**src/rtl/dac_pkg.sv**
```systemverilog
package dac_pkg;

   typedef enum logic [2:0] {
      ST_IDLE,
      ST_WAIT,
      ST_LOAD,
      ST_ADR1,
      ST_ADR2,
      ST_XFER
   } seq_st_e;

   localparam logic [3:0] STS_IDLE  = 4'h0;
   localparam logic [3:0] STS_WAIT  = 4'h1;
   localparam logic [3:0] STS_LOAD  = 4'h2;
   localparam logic [3:0] STS_BUSX  = 4'h3;

   localparam logic [3:0] CMD_DUAL  = 4'b1101;
   localparam logic [3:0] CMD_MEMRD = 4'b0110;

endpackage

```
**src/rtl/dac_seq_fsm.sv**
```systemverilog
module dac_seq_fsm
   import dac_pkg::*;
#(
   parameter int CNTW = 8
) (
   input  logic            clk,
   input  logic            rst_n,
   input  logic            loc_req_n,
   input  logic            loc_rdy_n,
   input  logic [CNTW-1:0] loc_blen,
   input  logic            bus_gnt_n,
   input  logic            bus_trdy_n,
   output seq_st_e         st,
   output seq_st_e         st_nx,
   output logic            done,
   output logic [CNTW-1:0] cnt,
   output logic [3:0]      status,
   output logic            bus_req_n,
   output logic            bus_frame_n,
   output logic            bus_irdy_n
);

   localparam logic [CNTW-1:0] ONE = CNTW'(1);

   seq_st_e         st_q;
   logic            frame_q, irdy_q, req_q;
   logic            frame_nx, irdy_nx, req_nx;
   logic [CNTW-1:0] cnt_q, cnt_nx;

   assign done = (st_q == ST_XFER) && !irdy_q && !bus_trdy_n;

   always_comb begin
      st_nx    = st_q;
      frame_nx = frame_q;
      irdy_nx  = irdy_q;
      cnt_nx   = done ? cnt_q - ONE : cnt_q;
      case (st_q)
         ST_IDLE: if (!loc_req_n) st_nx = ST_WAIT;
         ST_WAIT: if (!bus_gnt_n) st_nx = ST_LOAD;
         ST_LOAD: begin
            st_nx    = ST_ADR1;
            frame_nx = 1'b0;
            cnt_nx   = loc_blen;
         end
         ST_ADR1: st_nx = ST_ADR2;
         ST_ADR2: begin
            st_nx    = ST_XFER;
            irdy_nx  = loc_rdy_n;
            frame_nx = (cnt_q == ONE) && !loc_rdy_n;
         end
         ST_XFER: begin
            if (done && cnt_q == ONE) begin
               st_nx    = ST_IDLE;
               frame_nx = 1'b1;
               irdy_nx  = 1'b1;
            end else begin
               irdy_nx  = frame_q ? 1'b0 : loc_rdy_n;
               frame_nx = frame_q | ((cnt_nx == ONE) && !irdy_nx);
            end
         end
         default: st_nx = ST_IDLE;
      endcase
   end

   always_comb begin
      req_nx = req_q;
      if (st_q == ST_IDLE && !loc_req_n) req_nx = 1'b0;
      if (!frame_q && loc_req_n)         req_nx = 1'b1;
   end

   always_ff @(posedge clk or negedge rst_n) begin
      if (!rst_n) begin
         st_q    <= ST_IDLE;
         frame_q <= 1'b1;
         irdy_q  <= 1'b1;
         req_q   <= 1'b1;
         cnt_q   <= '0;
      end else begin
         st_q    <= st_nx;
         frame_q <= frame_nx;
         irdy_q  <= irdy_nx;
         req_q   <= req_nx;
         cnt_q   <= cnt_nx;
      end
   end

   always_comb begin
      case (st_q)
         ST_WAIT:          status = STS_WAIT;
         ST_LOAD, ST_ADR1: status = STS_LOAD;
         ST_ADR2, ST_XFER: status = STS_BUSX;
         default:          status = STS_IDLE;
      endcase
   end

   assign st          = st_q;
   assign cnt         = cnt_q;
   assign bus_req_n   = req_q;
   assign bus_frame_n = frame_q;
   assign bus_irdy_n  = irdy_q;


   irdy_pace_chk: assert property (@(posedge clk) disable iff (!rst_n)
      (!bus_irdy_n && !bus_frame_n) |-> $past(!loc_rdy_n));


   frame_end_chk: assert property (@(posedge clk) disable iff (!rst_n)
      $rose(bus_frame_n) && (st_q == ST_XFER) |-> (!bus_irdy_n && cnt_q == ONE));


   load_hold_chk: assert property (@(posedge clk) disable iff (!rst_n)
      $fell(bus_frame_n) |-> (status == STS_LOAD && $past(status == STS_LOAD)));


   blen_nonzero_chk: assert property (@(posedge clk) disable iff (!rst_n)
      (st_q == ST_ADR1) |-> (cnt_q != '0));

endmodule

```
**src/rtl/dac_addr_path.sv**
```systemverilog
module dac_addr_path
   import dac_pkg::*;
#(
   parameter int DW  = 32,
   parameter int CBW = DW / 8
) (
   input  logic           clk,
   input  logic           rst_n,
   input  seq_st_e        st_nx,
   input  logic [DW-1:0]  loc_adr_in,
   input  logic [3:0]     loc_cmd_in,
   input  logic [CBW-1:0] loc_be_n,
   output logic [DW-1:0]  bus_ad_out,
   output logic           bus_ad_oe,
   output logic [CBW-1:0] bus_cbe_n
);

   logic [CBW-1:0] dual_w, rdcmd_w;

   generate
      if (CBW == 4) begin : g_narrow
         assign dual_w  = CMD_DUAL;
         assign rdcmd_w = loc_cmd_in;
      end else begin : g_wide
         assign dual_w  = {{(CBW-4){1'b1}}, CMD_DUAL};
         assign rdcmd_w = {{(CBW-4){1'b1}}, loc_cmd_in};
      end
   endgenerate

   always_ff @(posedge clk or negedge rst_n) begin
      if (!rst_n) begin
         bus_ad_out <= '0;
         bus_ad_oe  <= 1'b0;
         bus_cbe_n  <= '1;
      end else begin
         case (st_nx)
            ST_ADR1: begin
               bus_ad_out <= loc_adr_in;
               bus_ad_oe  <= 1'b1;
               bus_cbe_n  <= dual_w;
            end
            ST_ADR2: begin
               bus_ad_out <= loc_adr_in;
               bus_ad_oe  <= 1'b1;
               bus_cbe_n  <= rdcmd_w;
            end
            ST_XFER: begin
               bus_ad_oe  <= 1'b0;
               bus_cbe_n  <= loc_be_n;
            end
            default: begin
               bus_ad_oe  <= 1'b0;
               bus_cbe_n  <= '1;
            end
         endcase
      end
   end

endmodule

```
**src/rtl/dac_rd_capture.sv**
```systemverilog
module dac_rd_capture #(
   parameter int DW = 32
) (
   input  logic          clk,
   input  logic          rst_n,
   input  logic          done,
   input  logic [DW-1:0] bus_ad_in,
   output logic [DW-1:0] loc_dat_out,
   output logic          loc_xfer_n
);

   always_ff @(posedge clk or negedge rst_n) begin
      if (!rst_n) begin
         loc_dat_out <= '0;
         loc_xfer_n  <= 1'b1;
      end else begin
         loc_xfer_n <= !done;
         if (done) loc_dat_out <= bus_ad_in;
      end
   end

endmodule

```
**src/rtl/dac_rd_init.sv**
```systemverilog
module dac_rd_init
   import dac_pkg::*;
#(
   parameter int DW      = 32,
   parameter int CNTW    = 8,
   parameter bit GNT_REG = 1'b0,
   localparam int CBW    = DW / 8
) (
   input  logic            clk,
   input  logic            rst_n,
   input  logic            loc_req_n,
   output logic            loc_gnt_n,
   input  logic [DW-1:0]   loc_adr_in,
   input  logic [3:0]      loc_cmd_in,
   input  logic [CNTW-1:0] loc_blen,
   input  logic            loc_rdy_n,
   input  logic [CBW-1:0]  loc_be_n,
   output logic [3:0]      loc_status,
   output logic [CNTW-1:0] loc_cnt,
   output logic [DW-1:0]   loc_dat_out,
   output logic            loc_xfer_n,
   output logic            bus_req_n,
   input  logic            bus_gnt_n,
   output logic            bus_frame_n,
   output logic            bus_irdy_n,
   input  logic            bus_trdy_n,
   input  logic [DW-1:0]   bus_ad_in,
   output logic [DW-1:0]   bus_ad_out,
   output logic            bus_ad_oe,
   output logic [CBW-1:0]  bus_cbe_n
);

   generate
      if (DW % 8 != 0 || CBW < 4) begin : g_bad_dw
         $error("DW must be a multiple of 8 and at least 32");
      end
      if (CNTW < 1) begin : g_bad_cntw
         $error("CNTW must be at least 1");
      end
   endgenerate

   seq_st_e st, st_nx;
   logic    done;

   dac_seq_fsm #(.CNTW(CNTW)) u_fsm (
      .clk(clk), .rst_n(rst_n), .loc_req_n(loc_req_n), .loc_rdy_n(loc_rdy_n),
      .loc_blen(loc_blen), .bus_gnt_n(bus_gnt_n), .bus_trdy_n(bus_trdy_n),
      .st(st), .st_nx(st_nx), .done(done), .cnt(loc_cnt), .status(loc_status),
      .bus_req_n(bus_req_n), .bus_frame_n(bus_frame_n), .bus_irdy_n(bus_irdy_n)
   );

   dac_addr_path #(.DW(DW), .CBW(CBW)) u_adr (
      .clk(clk), .rst_n(rst_n), .st_nx(st_nx), .loc_adr_in(loc_adr_in),
      .loc_cmd_in(loc_cmd_in), .loc_be_n(loc_be_n), .bus_ad_out(bus_ad_out),
      .bus_ad_oe(bus_ad_oe), .bus_cbe_n(bus_cbe_n)
   );

   dac_rd_capture #(.DW(DW)) u_cap (
      .clk(clk), .rst_n(rst_n), .done(done), .bus_ad_in(bus_ad_in),
      .loc_dat_out(loc_dat_out), .loc_xfer_n(loc_xfer_n)
   );

   generate
      if (GNT_REG) begin : g_gnt_reg
         logic gnt_q;
         always_ff @(posedge clk or negedge rst_n) begin
            if (!rst_n) gnt_q <= 1'b1;
            else        gnt_q <= bus_gnt_n;
         end
         assign loc_gnt_n = gnt_q;
      end else begin : g_gnt_wire
         assign loc_gnt_n = bus_gnt_n;
      end
   endgenerate


   cmpl_strobe_chk: assert property (@(posedge clk) disable iff (!rst_n)
      done |=> (!loc_xfer_n && loc_dat_out == $past(bus_ad_in)));


   dual_cmd_chk: assert property (@(posedge clk) disable iff (!rst_n)
      $fell(bus_frame_n) |-> (bus_ad_oe && bus_cbe_n[3:0] == CMD_DUAL));


   second_cmd_chk: assert property (@(posedge clk) disable iff (!rst_n)
      $fell(bus_frame_n) |=> (bus_ad_oe && bus_cbe_n[3:0] == $past(loc_cmd_in)));


   turn_oe_chk: assert property (@(posedge clk) disable iff (!rst_n)
      (st == ST_XFER) |-> !bus_ad_oe);

endmodule

```
**config.mk**
```make
export PLATFORM = sky130hd
export DESIGN_NAME = dac_rd_init
export DESIGN_NICKNAME = d
export VERILOG_FILES = /design/src/rtl/dac_pkg.sv /design/src/rtl/dac_seq_fsm.sv /design/src/rtl/dac_addr_path.sv /design/src/rtl/dac_rd_capture.sv /design/src/rtl/dac_rd_init.sv
export SDC_FILE = /design/constraint.sdc
export NUM_CORES = 1
export LEC_CHECK = 0
export BUFFER_PORTS_ARGS = -buffer_cell sky130_fd_sc_hd__buf_2
export CAP_MARGIN = 20
export CORE_ASPECT_RATIO = 0.6
export CORE_MARGIN = 1.5
export CORE_UTILIZATION = 46
export CTS_CLUSTER_DIAMETER = 30
export DETAILED_ROUTE_END_ITERATION = 10
export PLACE_DENSITY = 0.8
export SLEW_MARGIN = 20
export SYNTH_ARGS = -nofsm -noshare
export SYNTH_HDL_FRONTEND = slang
export SYNTH_HIERARCHICAL = 1
export SYNTH_SLANG_ARGS = --single-unit
export TNS_END_PERCENT = 5
```
**constraint.sdc**
```tcl
create_clock -name clk -period 2.35 [get_ports clk]
set_input_delay 0.235 -clock clk [delete_from_list [all_inputs] [get_ports clk]]
set_output_delay 0.235 -clock clk [all_outputs]
set_load 0.03 [all_outputs]
```
==> results.py <==
metrics = {
    "power_and_ir_drop": {
        "swShare_pct": 47.1,
        "p_per_area_nw_per_um2": 1660,
        "p_comb_share_pct": 61.4,
        "leakage_nw": 2.73,
        "p_seq_share_pct": 25.8,
        "p_clk_share_pct": 12.8,
        "vdd.ir_drop.worst_mv": 0.765,
        "internal_power_mw": 5.58,
        "p_sw_mw": 4.96,
    },
    "cts": {
        "clkSlewWorstSetupHoldPaths_ps": 70,
        "clk_latency_ps": 330,
        "cts_buffer_depth": 2,
        "cts_tree": "built",
        "clkSinkCount": 84,
        "cts_buffers": 9,
        "htree_levels": 3,
        "root_buffer": "clkbuf_16",
    },
    "floorplanning": {
        "core_area_um2": 10700,
        "start_util_pct": 47.8,
        "core.rowCount": 29,
        "die-area_um2": 11800,
        "boundaryPins": 172,
        "die_y_um": 84.7,
        "fp.dieW_um": 139,
    },
    "synthesis": {
        "synthTopCellsByCount": "76 x dfrtp_1, 68 x nor2b_1, 67 x o21ai_1",
        "synth_area_leaders": "dfrtp_1 37%, mux2_4 8.5%, nor2b_1 8.3%",
        "yosys.area.top_type_share_pct": 37.2,
        "ys_async_sr_fraction_pct": 100,
        "seq_area_frac_synth_pct": 41.3,
        "synth-seq-cells": 84,
        "synth_ff_type": "dfrtp_1",
        "yosysMostFrequentCell": "dfrtp_1",
        "synth_area_um2": 5110,
        "synth.distinct_cells": 52,
        "synth_edf_count": 0,
        "synthCells": 489,
        "synth_warnings": 6,
        "avgSynthCellArea_um2": 10.5,
        "synth_top_cell_by_area": "dfrtp_1",
    },
    "routing": {
        "drc": 8,
        "drt_iter0_drc": 275,
        "via_per_inst": 5.61,
        "routed_wl_um": 12700,
        "routedWlPerCell_um": 16.2,
        "antenna_left": 0,
        "vias": 4395,
        "drtPass1Iterations": 9,
    },
    "run_status": {
        "violations": "design-rule violations",
        "status": "finished, violations left",
    },
    "setup_path": {
        "cp_num_buf_inv": 1,
        "critPathMaxFanout": 66,
        "crit_chain": "nor4_4 -> and3_4 -> a21oi_1 -> a221o_4 -> clkbuf_16 -> o311a_1",
        "arrival_ps": 2470,
        "critPathKind": "flop to flop",
        "critical_path_required_ps": 2560,
        "start_kind": "flop",
        "end_kind": "flop",
        "slowest_delay_ps": 410,
        "critical-path-top-delay-family": "compound AO/OA/AOI/OAI gates",
        "slowest_stage": "dfrtp_1",
        "worst-r2r-setup-slack_ps": 90,
    },
    "sta": {
        "fin_crit_sh_pct": 96.1,
        "worstMarginPinSlew_ps": 660,
        "relSlewSlack_pct": 56.0,
        "timing.hold.ws_ps": 103,
        "tns_ps": 0,
        "hold_viol": 0,
        "setup_ws_ps": 91.0,
        "setup_viol": 0,
        "maxSlewViolCount": 0,
        "fin_skew_ps": 4.83,
        "fmax_mhz": 443,
        "layout_min_cycle_time_ps": 2260,
    },
    "final_layout": {
        "final_area_um2": 6340,
        "multi_input_area_um2": 2650,
        "drive_above_1_share_pct": 41.4,
        "final_cells": 784,
        "num-nets-final": 728,
        "area_growth_pct": 24.0,
        "fillers": 904,
        "register_area_um2": 2110,
        "diodes": 0,
    },
    "job": {
        "drv_cap": 0,
    },
    "place": {
        "pre_cts_ws_ps": 1.76,
        "routabilityCongestion": 0.830,
        "place.port_buffers": 169,
        "placed_cell_area_um2": 5910,
        "dp_hpwl_um": 8290,
        "dp.cells": 765,
    },
    "global_routing": {
        "grt_usage_pct": 20.7,
        "grt_pass1_vias": 4097,
        "grt_max_degree": 133,
        "antenna_found_initial": 0,
        "grt_pass1_wl_um": 20100,
        "gr-total-overflow": 0,
    },
    "hold_path": {
        "hp-class": "input port to flop",
    },
}
-- cell families (layout without fill, tap and decap cells) --
logic type,count (synthesis),count (layout),share of synthesized area (%)
compound gates,124,124,16.7
mux,39,39,10.6
simple gates,174,174,20.4
other cells,1,2,0.0733
flops,84,84,41.3
fa+ha+maj,2,2,0.489
buf+inv,57,212,9.05
xor+xnor,8,8,1.37
-- stage by stage --
stage / total power [mW] / util [%]
after floorplan: 7.73 / -
after global placement: 8.56 / 55.2
after detailed placement: 8.87 / 55.2
after CTS: 10.3 / 58.0
after global routing: 11.2 / 59.3
final: 10.5 / 59.3
-- flip-flops by register name, summed over array words and instances (netlist names) --
name,count
u_fsm/st,3
u_adr/bus_ad_oe,1
u_cap/loc_dat_out,32
u_fsm/bus_frame_n,1
u_fsm/cnt,8
u_fsm/bus_req_n,1
u_cap/loc_xfer_n,1
u_adr/bus_ad_out,32
u_adr/bus_cbe_n,4
u_fsm/bus_irdy_n,1
-- placed cells by master (no fill, tap or decap), types with 9 or more instances in the layout --
master and instances:
buf_2 168, dfrtp_1 75, nor2b_1 68, o21ai_1 67, nor3_1 33, o311a_1 32
mux2_4 29, nor3b_1 20, nand2_1 15, nor3b_2 12, clkbuf_16 11, buf_4 10
nor2_1 9
-- path summary, 6_finish.rpt --
kind	from	to	cells past startpoint
min reg2reg	u_fsm/bus_req_n	u_fsm/bus_req_n	2
min	loc_blen[2]	u_fsm/cnt[2]	3
max in group asynchronous	rst_n	u_adr/bus_ad_out[0]	3
min in group asynchronous	rst_n	u_adr/bus_ad_out[22]	2
max	u_fsm/cnt[2]	u_adr/bus_ad_out[24]	6
max reg2reg	u_fsm/cnt[2]	u_adr/bus_ad_out[24]	6
-- worst reg2reg max path: cells and delay by family, from the launching register on --
| family | cells | cell delay [ps] |
|---|---|---|
| AOI/OAI and AO/OA | 3 | 920 |
| buffers and inverters | 1 | 260 |
| DFF | 1 | 410 |
| and+or+nand+nor | 2 | 540 |
-- area by class of cell --
class | instances | area share (%)
Clock buffer | 9 | 3.55
Clock inverter | 7 | 0.927
Inverter | 9 | 0.532
Multi-Input combinational cell | 349 | 41.8
Sequential cell | 84 | 33.3
Tap cell | 139 | 2.74
Timing Repair Buffer | 187 | 17.1
-- timing repair --
item                       in CTS  in global routing
setup endpoints to repair       3                 33
cloned                          0                  2
hold endpoints to repair       41                  0
hold buffers                    1                  0
setup buffers                   0                  0
resized for setup               2                 16
-- power by group through the flow --
stage / logic [mW] / registers (mW) / clock network (mW)
floorplan: 3.80 / 3.93 / 0
global placement: 5.91 / 2.65 / 0
detailed placement: 6.16 / 2.72 / 0
CTS: 6.18 / 2.71 / 1.40
global route: 6.93 / 2.82 / 1.46
finish: 6.47 / 2.72 / 1.35
-- layer usage --
| layer | GRT usage [%] | wire length [um] | vias to the layer above |
|---|---|---|---|
| met1 | 27.3 | 5710 | 2163 |
| met2 | 35.2 | 6170 | 160 |
| li1 | - | - | 2063 |
| met5 | 0 | 0 | - |
| met4 | 4.84 | 88 | 0 |
| met3 | 4.62 | 717 | 9 |
Note: power is estimated with default switching activity, not from simulation.
